==> config.mk <==
export PLATFORM = sky130hd
export DESIGN_NAME = adc_seq_ctrl
export DESIGN_NICKNAME = d
export VERILOG_FILES = /design/src/rtl/adc_seq_pkg.sv /design/src/rtl/adc_trig_sync.sv /design/src/rtl/adc_tad_timer.sv /design/src/rtl/adc_seq_fsm.sv /design/src/rtl/adc_seq_ctrl.sv
export SDC_FILE = /design/constraint.sdc
export NUM_CORES = 1
export LEC_CHECK = 0
export CORE_MARGIN = 2
export CORE_UTILIZATION = 60
export DETAILED_ROUTE_END_ITERATION = 10
export PLACE_DENSITY = 0.95
export SLEW_MARGIN = 10
export SYNTH_ARGS = -nofsm -noshare
export SYNTH_HDL_FRONTEND = slang
export SYNTH_SLANG_ARGS = --single-unit
export TNS_END_PERCENT = 30
==> constraint.sdc <==
create_clock -name clk -period 8.8 [get_ports clk]
set_input_delay 1.76 -clock clk [delete_from_list [all_inputs] [get_ports clk]]
set_output_delay 1.76 -clock clk [all_outputs]
set_load 0.01 [all_outputs]
==> src/rtl/adc_seq_pkg.sv <==
package adc_seq_pkg;

    typedef enum logic [1:0] {
        ST_IDLE = 2'd0,
        ST_ACQ  = 2'd1,
        ST_CONV = 2'd2,
        ST_LOCK = 2'd3
    } seq_state_t;

    localparam logic [2:0] TRIG_SOFT = 3'b000;
    localparam logic [2:0] TRIG_AUTO = 3'b111;

    localparam int CONV_TADS = 13;
    localparam int LOCK_TADS = 2;

endpackage

==> src/rtl/adc_trig_sync.sv <==
module adc_trig_sync #(
    parameter int NUM = 6
) (
    input  logic           clk,
    input  logic           rst_n,
    input  logic [NUM-1:0] trig_in,
    output logic [NUM-1:0] trig_rise
);

    localparam int DEPTH = 3;

    for (genvar g = 0; g < NUM; g++) begin : g_lane
        logic [DEPTH-1:0] shr;

        always_ff @(posedge clk or negedge rst_n) begin
            if (!rst_n) begin
                shr <= '0;
            end else begin
                shr <= {shr[DEPTH-2:0], trig_in[g]};
            end
        end

        // stage 1 and 2 synchronise, stage 3 holds the previous level
        assign trig_rise[g] = shr[1] & ~shr[2];
    end

endmodule

==> src/rtl/adc_tad_timer.sv <==
module adc_tad_timer #(
    parameter int DIV_W = 6,
    parameter int TW    = 13
) (
    input  logic             clk,
    input  logic             rst_n,
    input  logic             clear,
    input  logic [DIV_W-1:0] adcs,
    input  logic [TW-1:0]    tads,
    output logic             expire
);

    // Count in half instruction cycles: every clock adds two halves,
    // one TAD spans adcs+1 halves.
    logic [TW-1:0] halves;
    logic [TW-1:0] target;

    assign target = tads * (TW'(adcs) + TW'(1));
    assign expire = (halves + TW'(2)) >= target;

    always_ff @(posedge clk or negedge rst_n) begin
        if (!rst_n) begin
            halves <= '0;
        end else if (clear) begin
            halves <= '0;
        end else if (!expire) begin
            halves <= halves + TW'(2);
        end
    end

endmodule

==> src/rtl/adc_seq_fsm.sv <==
module adc_seq_fsm
    import adc_seq_pkg::*;
#(
    parameter int DATA_W  = 12,
    parameter int SAMC_W  = 5,
    parameter int NUM_EXT = 6,
    parameter int TW      = 13
) (
    input  logic               clk,
    input  logic               rst_n,
    input  logic               en,
    input  logic               samp,
    input  logic [2:0]         trig_sel,
    input  logic [SAMC_W-1:0]  samc,
    input  logic [NUM_EXT-1:0] ext_rise,
    input  logic               tmr_expire,
    input  logic [DATA_W-1:0]  sample_in,
    output logic               tmr_clear,
    output logic [TW-1:0]      tmr_tads,
    output logic [DATA_W-1:0]  result,
    output logic               done_pulse,
    output logic               done_flag,
    output logic               sampling,
    output logic               converting
);

    seq_state_t        st;
    seq_state_t        nxt;
    logic              samp_q;
    logic              samp_rise;
    logic              samp_fall;
    logic              ext_hit;
    logic              fire;
    logic [SAMC_W-1:0] samc_eff;
    logic [DATA_W-1:0] held;

    assign samp_rise = samp & ~samp_q;
    assign samp_fall = ~samp & samp_q;
    assign samc_eff  = (samc == '0) ? SAMC_W'(1) : samc;

    always_comb begin
        ext_hit = 1'b0;
        for (int i = 0; i < NUM_EXT; i++) begin
            if (int'(trig_sel) == i + 1) begin
                ext_hit = ext_rise[i];
            end
        end
    end

    always_comb begin
        unique case (trig_sel)
            TRIG_SOFT: fire = samp_fall;
            TRIG_AUTO: fire = tmr_expire;
            default:   fire = ext_hit;
        endcase
    end

    // next state: abort checked before any trigger or completion
    always_comb begin
        nxt = st;
        unique case (st)
            ST_IDLE: if (en && samp_rise) nxt = ST_ACQ;          // T_START
            ST_ACQ: begin
                if (!en)       nxt = ST_LOCK;                      // T_ABORT
                else if (fire) nxt = ST_CONV;                      // T_TRIGGER
            end
            ST_CONV: begin
                if (!en)             nxt = ST_LOCK;                // T_ABORT
                else if (tmr_expire) nxt = ST_IDLE;                // T_COMPLETE
            end
            ST_LOCK: if (tmr_expire) nxt = ST_IDLE;              // T_RELEASE
            default: nxt = ST_IDLE;
        endcase
    end

    always_comb begin
        unique case (st)
            ST_ACQ:  tmr_tads = TW'(samc_eff);
            ST_CONV: tmr_tads = TW'(CONV_TADS);
            ST_LOCK: tmr_tads = TW'(LOCK_TADS);
            default: tmr_tads = '0;
        endcase
    end

    assign tmr_clear  = (nxt != st) || (st == ST_IDLE);
    assign sampling   = (st == ST_ACQ);
    assign converting = (st == ST_CONV);

    // state register
    always_ff @(posedge clk or negedge rst_n) begin
        if (!rst_n) begin
            st <= ST_IDLE;
        end else begin
            st <= nxt;
        end
    end

    // registered outputs and data path
    always_ff @(posedge clk or negedge rst_n) begin
        if (!rst_n) begin
            samp_q     <= 1'b0;
            held       <= '0;
            result     <= '0;
            done_pulse <= 1'b0;
            done_flag  <= 1'b0;
        end else begin
            samp_q     <= samp;
            done_pulse <= 1'b0;
            if (st == ST_IDLE && nxt == ST_ACQ) begin
                done_flag <= 1'b0;
            end
            if (st == ST_ACQ && nxt == ST_CONV) begin
                held <= sample_in;
            end
            if (st == ST_CONV && nxt == ST_IDLE) begin
                result     <= held;
                done_pulse <= 1'b1;
                done_flag  <= 1'b1;
            end
        end
    end

endmodule

==> src/rtl/adc_seq_ctrl.sv <==
module adc_seq_ctrl
    import adc_seq_pkg::*;
#(
    parameter int DATA_W  = 12,
    parameter int DIV_W   = 6,
    parameter int SAMC_W  = 5,
    parameter int NUM_EXT = 6
) (
    input  logic               clk,
    input  logic               rst_n,
    input  logic               en,
    input  logic               samp,
    input  logic [2:0]         trig_sel,
    input  logic [SAMC_W-1:0]  samc,
    input  logic [DIV_W-1:0]   adcs,
    input  logic [NUM_EXT-1:0] ext_trig,
    input  logic [DATA_W-1:0]  sample_in,
    output logic [DATA_W-1:0]  result,
    output logic               done_pulse,
    output logic               done_flag,
    output logic               sampling,
    output logic               converting
);

    localparam int TW = SAMC_W + DIV_W + 2;

    logic [NUM_EXT-1:0] ext_rise;
    logic               tmr_clear;
    logic               tmr_expire;
    logic [TW-1:0]      tmr_tads;

    adc_trig_sync #(.NUM(NUM_EXT)) u_sync (
        .clk       (clk),
        .rst_n     (rst_n),
        .trig_in   (ext_trig),
        .trig_rise (ext_rise)
    );

    adc_tad_timer #(.DIV_W(DIV_W), .TW(TW)) u_timer (
        .clk    (clk),
        .rst_n  (rst_n),
        .clear  (tmr_clear),
        .adcs   (adcs),
        .tads   (tmr_tads),
        .expire (tmr_expire)
    );

    adc_seq_fsm #(
        .DATA_W  (DATA_W),
        .SAMC_W  (SAMC_W),
        .NUM_EXT (NUM_EXT),
        .TW      (TW)
    ) u_fsm (
        .clk        (clk),
        .rst_n      (rst_n),
        .en         (en),
        .samp       (samp),
        .trig_sel   (trig_sel),
        .samc       (samc),
        .ext_rise   (ext_rise),
        .tmr_expire (tmr_expire),
        .sample_in  (sample_in),
        .tmr_clear  (tmr_clear),
        .tmr_tads   (tmr_tads),
        .result     (result),
        .done_pulse (done_pulse),
        .done_flag  (done_flag),
        .sampling   (sampling),
        .converting (converting)
    );

endmodule

### Yosys cells after proc, flatten, opt, wreduce, memory -nomap -nowiden

Cells that the tools add are included.

| storage, ports and cells | value |
|---|---|
| register bits | 60 |

| operators by class | value |
|---|---|
| equality and inequality tests | 14 |
| multipliers | 1 |
| add/subtract/negate cells | 2 |
| bitwise logic cells | 16 |
| muxes and demuxes | 20 |
| order comparisons | 1 |
| reductions and logical operators | 10 |

Operator list:

| operator | count |
|---|---|
| $mux 13 | 2 |
| $eq 3x3->1 const B | 5 |
| $pmux 5 s3 | 1 |
| $add 13x2->13 const B | 1 |
| $ge 13x13->1 | 1 |
| $mul 13x13->13 | 1 |
| $mux 2 | 5 |
| $mux 1 | 9 |
| $and 1x1->1 | 8 |
| $not 1->1 | 8 |
| $pmux 2 s4 | 1 |
| $add 6x1->7 const B | 1 |
| $eq 2x2->1 const B | 3 |
| $eq 3x2->1 const B | 2 |
| $logic_not 5->1 | 1 |
| $mux 5 | 1 |
| $eq 2x1->1 const B | 2 |
| $logic_and 1x1->1 | 4 |
| $logic_not 2->1 | 2 |
| $logic_not 3->1 | 1 |
| $ne 2x2->1 | 1 |
| $ne 2x2->1 const B | 1 |
| $pmux 1 s2 | 1 |
| $reduce_bool 2->1 | 1 |
| $logic_or 1x1->1 | 1 |

### Depth between registers and ports, before layout

Gate-level depths: netlist of the first run.

| logic depth | value |
|---|---|
| word-level depth | 16 |
| gate-level depth with buffers | 26 |
| gate-level depth less buffers | 22 |

### By module

Synthesis of the first run repeated with hierarchy kept, for this count alone.

| unflattened totals | value |
|---|---|
| cells, all modules | 469 |
| area, all modules | 4,958.5 sq um |

Modules (own cells, without submodules):

| module | area an instance (sq um) | seq. area each (sq um) | cells each | instances |
|---|---|---|---|---|
| adc_tad_timer | 3,061.7 | 300.3 | 345 | 1 |
| adc_seq_fsm | 1,363.8 | 725.7 | 100 | 1 |
| adc_trig_sync | 533.0 | 450.4 | 24 | 1 |

### Least setup slack after synthesis of the first run

No wires, ideal clock.

| timing | value |
|---|---|
| kind | input to register |
| start | input adcs[0] |
| end | register u_fsm.result[10] |
| setup slack | 1.766 ns |
| setup time | 0.127 ns |
| stages | 19 |
| path buffers | 1 |
| required time | 8.673 ns |
| arrival | 6.907 ns |
| cells stage by stage | ha_1 xnor2_1 or2_2 fa_1 fa_1 fa_1 inv_1 ha_1 a211oi_1 o21ai_0 a2111oi_0 a211oi_1 ha_1 nand4_1 nor4_1 a22oi_2 a211oi_4 buf_6 mux2_1 |

| between the ends | value |
|---|---|
| word-level cells in the longest chain between the ends | 9 |

RTL lines:

| element | line | text |
|---|---|---|
| from (decl) | adc_seq_ctrl.sv:15 | `input logic [DIV_W-1:0] adcs,` |
| $add 6x1->7 (*) | adc_tad_timer.sv:18 | `assign target = tads * (TW'(adcs) + TW'(1));` |
| $mul 13x13->13 (*) | adc_tad_timer.sv:18 |  |
| $ge 13x13->1 (*) | adc_tad_timer.sv:19 | `assign expire = (halves + TW'(2)) >= target;` |
| $pmux 1 s2 | adc_seq_fsm.sv:51 | `unique case (trig_sel)` |
| $mux 2 | adc_seq_fsm.sv:65 | `else if (fire) nxt = ST_CONV;` |
| $mux 2 | adc_seq_fsm.sv:64 | `if (!en) nxt = ST_LOCK;` |
| $pmux 2 s4 (*) | adc_seq_fsm.sv:61 | `unique case (st)` |
| $logic_not 2->1 (*) | adc_seq_fsm.sv:115 | `if (st == ST_CONV && nxt == ST_IDLE) begin` |
| $logic_and 1x1->1 (*) | adc_seq_fsm.sv:115 |  |
| to (signal assigned) | adc_seq_fsm.sv:116 | `result <= held;` |
| to (decl) | adc_seq_fsm.sv:20 | `output logic [DATA_W-1:0] result,` |

Every way passes the cells marked *; elsewhere a longest branch is shown, timed or not.
A chain may end at the register's enable or synchronous reset.

### Final worst setup path of the first run

| timing | value |
|---|---|
| start | input adcs[0] |
| end | register u_fsm.result[7] |

The elaborated chain is that of the path after synthesis.

==> flow_metrics.py, run 1 <==
metrics = {
    "outcome": {
        "status": "finished clean",
    },
    "pwr": {
        "clkPwrFrac_pct": 15.5,
        "combPwrFrac_pct": 60.0,
        "leakagePower_uw": 0.00238,
        "seq_power_share_pct": 24.4,
        "internal_power_uw": 790,
        "swShare_pct": 46.2,
        "power_uw": 1470,
        "switchingPower_uw": 679,
        "power_density_nw_per_um2": 277,
        "irDropWorstVdd_mv": 0.161,
    },
    "drt": {
        "route.vias.total": 3904,
        "wl_mm": 11.2,
        "drt_first_pass_iters": 5,
        "ant_nets": 0,
        "avgRoutedWirePerCell_um": 18.2,
        "drcViolationCount": 0,
        "drt_iter0_drc": 232,
        "vias_per_cell": 6.33,
    },
    "clocking": {
        "tritoncts_num_sinks": 59,
        "cts-hold-fix-buffers": 0,
        "clkSlewWorstSetupHoldPaths_ns": 0.07,
        "cts_tree": "built",
        "clk_latency_ns": 0.34,
        "cts_inserted_buffers": 9,
        "root_buffer": "clkbuf_8",
        "postCtsSetupBuffers": 0,
        "cts.path.max_buffers": 2,
        "htree_levels": 3,
        "cts_resized": 0,
    },
    "yosys": {
        "synth_edf_count": 0,
        "async_flop_share_pct": 100,
        "syn-num-nets": 552,
        "syn_area_per_cell_um2": 9.80,
        "synth_top_area_share_pct": 32.5,
        "yosys_most_used_dff": "dfrtp_1",
        "yosysUniqueCellTypes": 61,
        "ys_seq_area_share_pct": 32.5,
        "ys_top_cells_by_area": "dfrtp_1 (32%), ha_1 (10%), fa_1 (6.6%)",
        "synth_cells": 464,
        "synth_area_um2": 4550,
        "ys_ff_latch": 59,
        "yosysWarningCount": 0,
        "yosys.area.top_type": "dfrtp_1",
    },
    "hold_path": {
        "hold_depth": 0,
        "min_from": "u_sync.g_lane[3].shr[0]$_DFF_PN0_",
        "whs_endpoint": "u_sync.g_lane[3].shr[1]$_DFF_PN0_",
        "hp-class": "reg -> reg",
    },
    "floorplanning": {
        "rows": 31,
        "ios": 52,
        "die-area_um2": 8290,
        "initial_utilization_pct": 62.4,
        "core_area_um2": 7290,
        "die_w_um": 91.1,
        "die_h_um": 91.1,
    },
    "timing": {
        "fin_tns_setup_ns": 0,
        "post-route-period-util_pct": 93.5,
        "fmaxAchievable_mhz": 121,
        "relSlewSlack_pct": 31.3,
        "finalHoldViolations": 0,
        "worstMarginPinSlew_ns": 1.03,
        "fin_crit_ns": 8.23,
        "clock_skew_ns": 0.0109,
        "rsz0062_at_grt": "false",
        "slew_violations": 0,
        "setup_ws_ns": 0.568,
        "finalSetupViolCount": 0,
    },
    "global_routing": {
        "grt_pass1_vias": 4074,
        "antenna_found_initial": 0,
        "overflow": 0,
        "grt_pass1_wl_mm": 18.8,
        "grt_usage_pct": 28.1,
        "grt_max_degree": 60,
    },
    "setup_path": {
        "crit_path_cell_trace": "clkdlybuf4s50_1, ha_1, xnor2_1, or2_2, fa_1, fa_1, fa_1, inv_1, ha_1, a211oi_1, o21ai_0, a2111oi_0, a211oi_1, ha_1, nand4_1, nor4_1, a22oi_2, a211oi_4, buf_4, mux2_1",
        "r2r_cells": 19,
        "cp_slowest_stage_delay_ns": 0.57,
        "r2r_slack_ns": 1.36,
        "path_max_fanout": 10,
        "r2r_start": "u_fsm.st[1]$_DFF_PN0_",
        "critPathSlowestCell": "fa_1",
        "critPathKind": "in -> reg",
        "worstPathArrival_ns": 8.44,
        "critPathLaunchType": "input port",
        "worst_ep_required_time_ns": 9.01,
        "cp-end-kind": "flop",
        "r2r_end": "u_fsm.result[7]$_DFFE_PN0P_",
    },
    "finish": {
        "final_cell_area_um2": 5300,
        "nFillCells": 530,
        "insertedDiodeCount": 0,
        "final_common_cell": "dfrtp_1",
        "fin_cells": 617,
        "mostFrequentLayoutCells": "dfrtp_1 (59), nand2_1 (51), clkdlybuf4s50_1 (50)",
        "area_growth_pct": 16.6,
        "nets": 601,
        "drive_gt1_share_pct": 10.6,
    },
    "placement": {
        "port_buffers": 51,
        "preCtsSetupSlack_ns": 0.395,
        "gp_congestion": 0.891,
        "hpwl_mm": 8.04,
        "place_area_um2": 5120,
        "place_inst": 601,
    },
    "flow_run": {
        "max_cap_violations": 0,
    },
}
==> cell usage after synthesis (3+ instances only) <==
| library cell | n |
|---|---|
| a22oi_1 | 6 |
| clkbuf_1 | 8 |
| xnor2_1 | 13 |
| xor2_1 | 12 |
| o31ai_1 | 7 |
| nand2_1 | 51 |
| nor2_1 | 26 |
| o311ai_1 | 3 |
| o311ai_0 | 10 |
| or4_1 | 7 |
| dfrtp_1 | 59 |
| and2_1 | 7 |
| nand3_1 | 12 |
| a21oi_1 | 20 |
| mux2_1 | 9 |
| fa_1 | 15 |
| ha_1 | 37 |
| and3_1 | 4 |
| a211oi_1 | 4 |
| or2_2 | 3 |
| buf_4 | 3 |
| o21ai_0 | 9 |
| a21o_1 | 4 |
| nor2b_1 | 18 |
| mux2_2 | 15 |
| nand4_1 | 4 |
| inv_1 | 31 |
| a41oi_1 | 14 |
| a31oi_1 | 4 |
| nor4_1 | 4 |
| buf_2 | 6 |
==> per-layer routing <==
metal  up-vias  wire length (um)  track usage [%]
met4         0               346             11.6
li1       1780                 -                -
met2       168              5860             50.5
met5         -                 0                0
met1      1921              4480             33.4
met3        35               529             4.23
==> registers in the layout (all words and copies together) (netlist names) <==
| signal | cells |
|---|---|
| u_fsm.held | 12 |
| u_sync.g_lane.shr | 18 |
| u_fsm.done_flag | 1 |
| u_fsm.samp_q | 1 |
| u_fsm.st | 2 |
| u_fsm.result | 12 |
| u_timer.halves | 12 |
| u_fsm.done_pulse | 1 |
==> critical path, delay by kind of cell <==
| family | cells | cell delay (ns) |
|---|---|---|
| AOI/OAI and AO/OA | 6 | 1.79 |
| xor gates and xnor gates | 1 | 0.21 |
| adders and majority gates | 6 | 2.55 |
| buffers and inverters | 3 | 0.80 |
| muxes | 1 | 0.34 |
| and+or+nand+nor | 3 | 0.98 |
==> worst max path at each step <==
stage,startpoint,slack [ns],to
floorplan,adcs[0],1.77,u_fsm.result[10]$_DFFE_PN0P_
global placement,adcs[0],0.72,u_fsm.result[2]$_DFFE_PN0P_
detailed placement,adcs[0],0.40,u_fsm.result[7]$_DFFE_PN0P_
CTS,adcs[0],0.63,u_fsm.result[7]$_DFFE_PN0P_
global route,adcs[0],0.16,u_fsm.result[7]$_DFFE_PN0P_
finish,adcs[0],0.57,u_fsm.result[7]$_DFFE_PN0P_
==> power by group through the flow <==
stage               Clock (uW)  Combinational [uW]  Sequential, uW
finish                     228                 882             359
global route               239                 965             363
CTS                        229                 866             356
detailed placement           0                 839             360
global placement             0                 786             357
floorplan                    0                 592             357
==> layout make-up <==
class	count	area (um^2)	share of cell area (%)
well taps	99	124	2.34
repair buffers	58	558	10.5
flip-flops and latches	59	1480	27.9
clock buffers	12	155	2.93
multi-input cells	353	2840	53.6
clock inverters	4	25.0	0.472
inverters	32	120	2.27
==> through the flow <==
step	util (%)	hold WS (ns)
5_1_grt	72.7	0.356
6_report	72.7	0.340
2_1_floorplan	-	0.331
3_5_place_dp	70.2	0.335
4_1_cts	72.7	0.340
3_3_place_gp	70.2	0.332
==> cell families after synthesis <==
logic type                 Yosys count  share of synthesized area, %
DFF                                 59                          32.5
AOI/OAI and AO/OA                  104                          17.8
and+or+nand+nor                    146                          16.5
buffers and inverters               52                          5.04
xor gates and xnor gates            25                          4.82
muxes                               26                          6.66
adders and majority gates           52                          16.8
No activity file was read; power rests on OpenSTA's default activity.
==> run 2, diff against run 1 <==
GPL_TIMING_DRIVEN = 0   (was default)
==> flow_metrics.py, run 2 (synthesis results as in run 1) <==
metrics = {
    "outcome": {
        "status": "finished clean",
    },
    "timing": {
        "finalHoldViolations": 0,
        "slew_violations": 0,
        "fin_tns_setup_ns": 0,
        "fin_crit_ns": 8.21,
        "relSlewSlack_pct": 51.5,
        "fmaxAchievable_mhz": 122,
        "rsz0062_at_grt": "false",
        "worstMarginPinSlew_ns": 0.727,
        "post-route-period-util_pct": 93.3,
        "clock_skew_ns": 0.0122,
        "finalSetupViolCount": 0,
    },
    "drt": {
        "avgRoutedWirePerCell_um": 18.7,
        "vias_per_cell": 6.39,
        "drt_iter0_drc": 211,
        "route.vias.total": 4027,
        "drcViolationCount": 0,
        "drt_first_pass_iters": 5,
        "ant_nets": 0,
        "wl_mm": 11.8,
    },
    "clocking": {
        "tritoncts_num_sinks": 59,
        "cts_resized": 0,
        "root_buffer": "clkbuf_8",
        "cts.path.max_buffers": 2,
        "cts_inserted_buffers": 9,
        "htree_levels": 3,
        "clk_latency_ns": 0.35,
        "cts-hold-fix-buffers": 0,
        "cts_tree": "built",
        "postCtsSetupBuffers": 0,
        "clkSlewWorstSetupHoldPaths_ns": 0.07,
    },
    "setup_path": {
        "critPathSlowestCell": "fa_1",
        "cp-end-kind": "flop",
        "crit_family": "adder cells",
        "critPathLaunchType": "input port",
        "critPathLaunch": "adcs[0]",
        "cp_slowest_stage_delay_ns": 0.58,
        "r2r_end": "u_fsm.result[10]$_DFFE_PN0P_",
        "critPathBufInv": 3,
        "r2r_slack_ns": 1.73,
        "worstPathArrival_ns": 8.44,
        "r2r_cells": 21,
        "crit_path_cell_trace": "clkdlybuf4s50_1, ha_1, xnor2_1, or2_2, fa_1, fa_1, fa_1, inv_1, ha_1, a211oi_1, o21ai_0, a2111oi_0, a211oi_1, ha_1, nand4_1, nor4_1, a22oi_2, a211oi_4, buf_6, mux2_1",
        "path_max_fanout": 10,
        "worst_ep_required_time_ns": 9.03,
        "critPathKind": "in -> reg",
        "r2r_start": "u_fsm.st[1]$_DFF_PN0_",
    },
    "finish": {
        "area_growth_pct": 18.5,
        "largest_register_ffs": 18,
        "drive_gt1_share_pct": 10.9,
        "final_common_cell": "dfrtp_1",
        "top_register": "u_sync.g_lane.shr",
        "nets": 614,
        "mostFrequentLayoutCells": "dfrtp_1 (59), nand2_1 (51), clkdlybuf4s50_1 (50)",
        "final_cell_area_um2": 5390,
        "insertedDiodeCount": 0,
    },
    "floorplanning": {
        "die_h_um": 91.1,
        "rows": 31,
        "initial_utilization_pct": 62.4,
        "ios": 52,
        "die-area_um2": 8290,
        "die_w_um": 91.1,
        "core_area_um2": 7290,
    },
    "global_routing": {
        "grt_pass1_vias": 4278,
        "antenna_found_initial": 0,
        "grt_max_degree": 60,
        "grt_usage_pct": 30.1,
        "grt_pass1_wl_mm": 20.0,
        "overflow": 0,
    },
    "placement": {
        "port_buffers": 51,
        "hpwl_mm": 7.94,
        "place_area_um2": 5180,
        "gp_congestion": 0.920,
    },
    "hold_path": {
        "hp-class": "reg -> reg",
        "whs_endpoint": "u_sync.g_lane[2].shr[1]$_DFF_PN0_",
        "hold_depth": 0,
        "min_from": "u_sync.g_lane[2].shr[0]$_DFF_PN0_",
    },
    "flow_run": {
        "max_cap_violations": 0,
    },
    "pwr": {
        "power_density_nw_per_um2": 283,
        "irDropWorstVdd_mv": 0.194,
        "leakagePower_uw": 0.00242,
    },
}
==> run 2: cell count changes in the layout (fill, tap and decap cells not counted), sizes merged <==
cell / change
bufinv: +2
clkbuf: +7
clkinvlp: -1
buf: +5
==> run 2: how the worst max path moves through the flow <==
stage	slack [ns]	endpoint	cells past startpoint
after detailed placement	0.47	u_fsm.result[7]$_DFFE_PN0P_	20
after global placement	0.70	u_fsm.result[7]$_DFFE_PN0P_	20
after global routing	0.13	u_fsm.result[8]$_DFFE_PN0P_	20
after floorplan	1.77	u_fsm.result[10]$_DFFE_PN0P_	19
final	0.59	u_fsm.result[10]$_DFFE_PN0P_	20
after CTS	0.74	u_fsm.result[10]$_DFFE_PN0P_	20
==> run 2: worst register-to-register path: cells and delay by family (launching register included) <==
| family | cells | cell delay (ns) |
|---|---|---|
| AO/OA/AOI/OAI | 7 | 1.97 |
| adder cells (fa/ha/maj) | 5 | 2.29 |
| buffers and inverters | 4 | 0.82 |
| flip-flops | 1 | 0.37 |
| multiplexers | 1 | 0.35 |
| AND/OR/NAND/NOR | 4 | 1.15 |
==> run 2: layout make-up <==
cell class	count	area (um^2)
clock inverter	5	77.6
buffer	20	109
tap	99	124
timing repair buffer	51	508
inverter	32	120
fill	490	1900
sequential	59	1480
multi-input combinational	353	2840
clock buffer	11	131
==> run 2: metal layers <==
layer	GRT usage [%]	wire (um)	vias to the layer above
li1	-	-	1811
met2	52.2	5950	208
met4	17.0	474	0
met1	34.6	4590	1951
met3	5.98	787	57
met5	0	0	-
==> run 2: power by group <==
part | internal (uW) | switching (uW) | leakage (uW)
Combinational | 365 | 545 | 0.00163
Clock | 159 | 110 | 0.000103
Sequential | 316 | 31.9 | 0.000689
Total | 840 | 687 | 0.00242
==> run 2: through the flow <==
| step | hold WS (ns) | total power [uW] | util [%] | setup slack (ns) | std cells |
|---|---|---|---|---|---|
| final | 0.347 | 1530 | 73.9 | 0.593 | 630 |
| after global routing | 0.351 | 1620 | 73.9 | 0.133 | 630 |
| after CTS | 0.350 | 1510 | 73.9 | 0.742 | 630 |
| after detailed placement | 0.335 | 1200 | 71.0 | 0.465 | 614 |
| after global placement | 0.334 | 1150 | 71.1 | 0.701 | 614 |
| after floorplan | 0.331 | 949 | - | 1.77 | 464 |
==> run 3, diff against run 2 <==
SLEW_MARGIN = 0   (was 10)
==> flow_metrics.py, run 3 (synthesis results as in run 1) <==
metrics = {
    "timing": {
        "rsz0062_at_grt": "false",
        "fin_crit_ns": 8.20,
        "relSlewSlack_pct": 51.0,
        "slew_violations": 0,
        "finalHoldViolations": 0,
        "post-route-period-util_pct": 93.2,
        "worstMarginPinSlew_ns": 0.731,
        "finalSetupViolCount": 0,
        "clock_skew_ns": 0.00734,
        "whs_ns": 0.349,
        "fin_tns_setup_ns": 0,
        "fmaxAchievable_mhz": 122,
    },
    "pwr": {
        "switchingPower_uw": 675,
        "seq_power_share_pct": 23.0,
        "leakagePower_uw": 0.00243,
        "combPwrFrac_pct": 58.8,
        "swShare_pct": 44.4,
        "internal_power_uw": 844,
        "power_density_nw_per_um2": 281,
        "clkPwrFrac_pct": 18.2,
        "irDropWorstVdd_mv": 0.187,
    },
    "finish": {
        "drive_gt1_share_pct": 11.1,
        "fin_cells": 630,
        "final_common_cell": "dfrtp_1",
        "mostFrequentLayoutCells": "dfrtp_1 (59), nand2_1 (51), clkdlybuf4s50_1 (50)",
        "largest_register_ffs": 18,
        "area_growth_pct": 19.0,
        "top_register": "u_sync.g_lane.shr",
        "nets": 615,
        "insertedDiodeCount": 0,
    },
    "setup_path": {
        "critPathLaunchType": "input port",
        "cp-end-kind": "flop",
        "worst_ep_required_time_ns": 9.02,
        "path_max_fanout": 10,
        "critPathKind": "in -> reg",
        "worstPathArrival_ns": 8.42,
    },
    "placement": {
        "port_buffers": 51,
        "gp_congestion": 0.920,
        "place_inst": 615,
        "hpwl_mm": 8.18,
    },
    "drt": {
        "ant_nets": 0,
        "route.vias.total": 4075,
        "drcViolationCount": 0,
        "avgRoutedWirePerCell_um": 18.3,
        "drt_iter0_drc": 324,
        "wl_mm": 11.6,
        "drt_first_pass_iters": 8,
        "vias_per_cell": 6.47,
    },
    "clocking": {
        "cts_resized": 0,
        "cts.path.max_buffers": 2,
        "cts-hold-fix-buffers": 0,
        "tritoncts_num_sinks": 59,
        "clk_latency_ns": 0.34,
        "clkSlewWorstSetupHoldPaths_ns": 0.07,
        "cts_inserted_buffers": 9,
        "cts_tree": "built",
        "root_buffer": "clkbuf_8",
        "postCtsSetupBuffers": 0,
        "htree_levels": 3,
    },
    "floorplanning": {
        "die-area_um2": 8290,
        "core_area_um2": 7290,
        "die_h_um": 91.1,
        "initial_utilization_pct": 62.4,
        "ios": 52,
        "rows": 31,
        "die_w_um": 91.1,
    },
    "global_routing": {
        "grt_pass1_wl_mm": 19.6,
        "antenna_found_initial": 0,
        "overflow": 0,
        "grt_usage_pct": 29.4,
        "grt_pass1_vias": 4200,
        "grt_max_degree": 42,
    },
    "hold_path": {
        "hp-class": "reg -> reg",
    },
    "flow_run": {
        "max_cap_violations": 0,
    },
    "outcome": {
        "status": "finished clean",
    },
}
## run 3: cell count changes in the layout (fill, tap and decap cells not counted)
cell        delta
clkbuf_1       -1
clkinvlp_4     +1
buf_2          +1
clkinv_2       -2
clkbuf_8       +1
buf_4          -1
buf_12         +1
## run 3: final cells by class
cell class | instances | area, um^2
clock buffer | 11 | 141
multi-input combinational | 353 | 2840
inverter | 32 | 120
buffer | 20 | 109
clock inverter | 4 | 75.1
fill | 477 | 1880
tap | 99 | 124
timing repair buffer | 52 | 526
sequential | 59 | 1480
## run 3: final timing paths
check | endpoint | slack, ns | startpoint | depth (start not counted)
hold / removal | u_sync.g_lane[4].shr[1]$_DFF_PN0_ | 0.35 | u_sync.g_lane[4].shr[0]$_DFF_PN0_ | 0
setup / recovery | u_fsm.result[2]$_DFFE_PN0P_ | 0.60 | adcs[0] | 20
max in group asynchronous | u_sync.g_lane[1].shr[2]$_DFF_PN0_ | 6.88 | rst_n | 2
min in group asynchronous | u_fsm.result[6]$_DFFE_PN0P_ | 1.36 | rst_n | 1
hold reg to reg | u_sync.g_lane[4].shr[1]$_DFF_PN0_ | 0.35 | u_sync.g_lane[4].shr[0]$_DFF_PN0_ | 0
setup reg to reg | u_fsm.result[2]$_DFFE_PN0P_ | 1.69 | u_fsm.st[1]$_DFF_PN0_ | 21
## run 3: routing by layer
layer | GRT usage (%) | vias to the layer above | wire (um) | share of wire, %
met5 | 0 | - | 0 | 0
met4 | 8.96 | 0 | 357 | 3.1
met3 | 6.47 | 56 | 895 | 7.7
met2 | 52.8 | 253 | 5900 | 51
met1 | 35.0 | 1957 | 4400 | 38
li1 | - | 1809 | - | -
## run 3: per-stage QoR
| stage | setup WS, ns | power [uW] | area [um^2] | util, % |
|---|---|---|---|---|
| 6_report | 0.599 | 1520 | 5410 | 74.2 |
| 5_1_grt | 0.171 | 1620 | 5410 | 74.2 |
| 4_1_cts | 0.795 | 1510 | 5410 | 74.2 |
| 3_5_place_dp | 0.465 | 1210 | 5200 | 71.3 |
| 3_3_place_gp | 0.701 | 1150 | 5180 | 71.1 |
| 2_1_floorplan | 1.77 | 949 | 4550 | - |
## run 3: power by group through the flow
stage | Combinational (uW) | Sequential, uW | Clock (uW)
6_report | 894 | 350 | 276
3_5_place_dp | 854 | 351 | 0
4_1_cts | 882 | 348 | 276
5_1_grt | 983 | 352 | 288
3_3_place_gp | 805 | 348 | 0
2_1_floorplan | 592 | 357 | 0
## run 3: critical path: stages
cell and delay (ns):
clkdlybuf4s50_1 0.53, ha_1 0.28, xnor2_1 0.21, or2_2 0.34, fa_1 0.49, fa_1 0.52
fa_1 0.56, inv_1 0.05, ha_1 0.34, a211oi_1 0.29, o21ai_0 0.21, a2111oi_0 0.57
a211oi_1 0.13, ha_1 0.33, nand4_1 0.18, nor4_1 0.47, a22oi_2 0.17, a211oi_4 0.44
buf_6 0.22, mux2_1 0.34
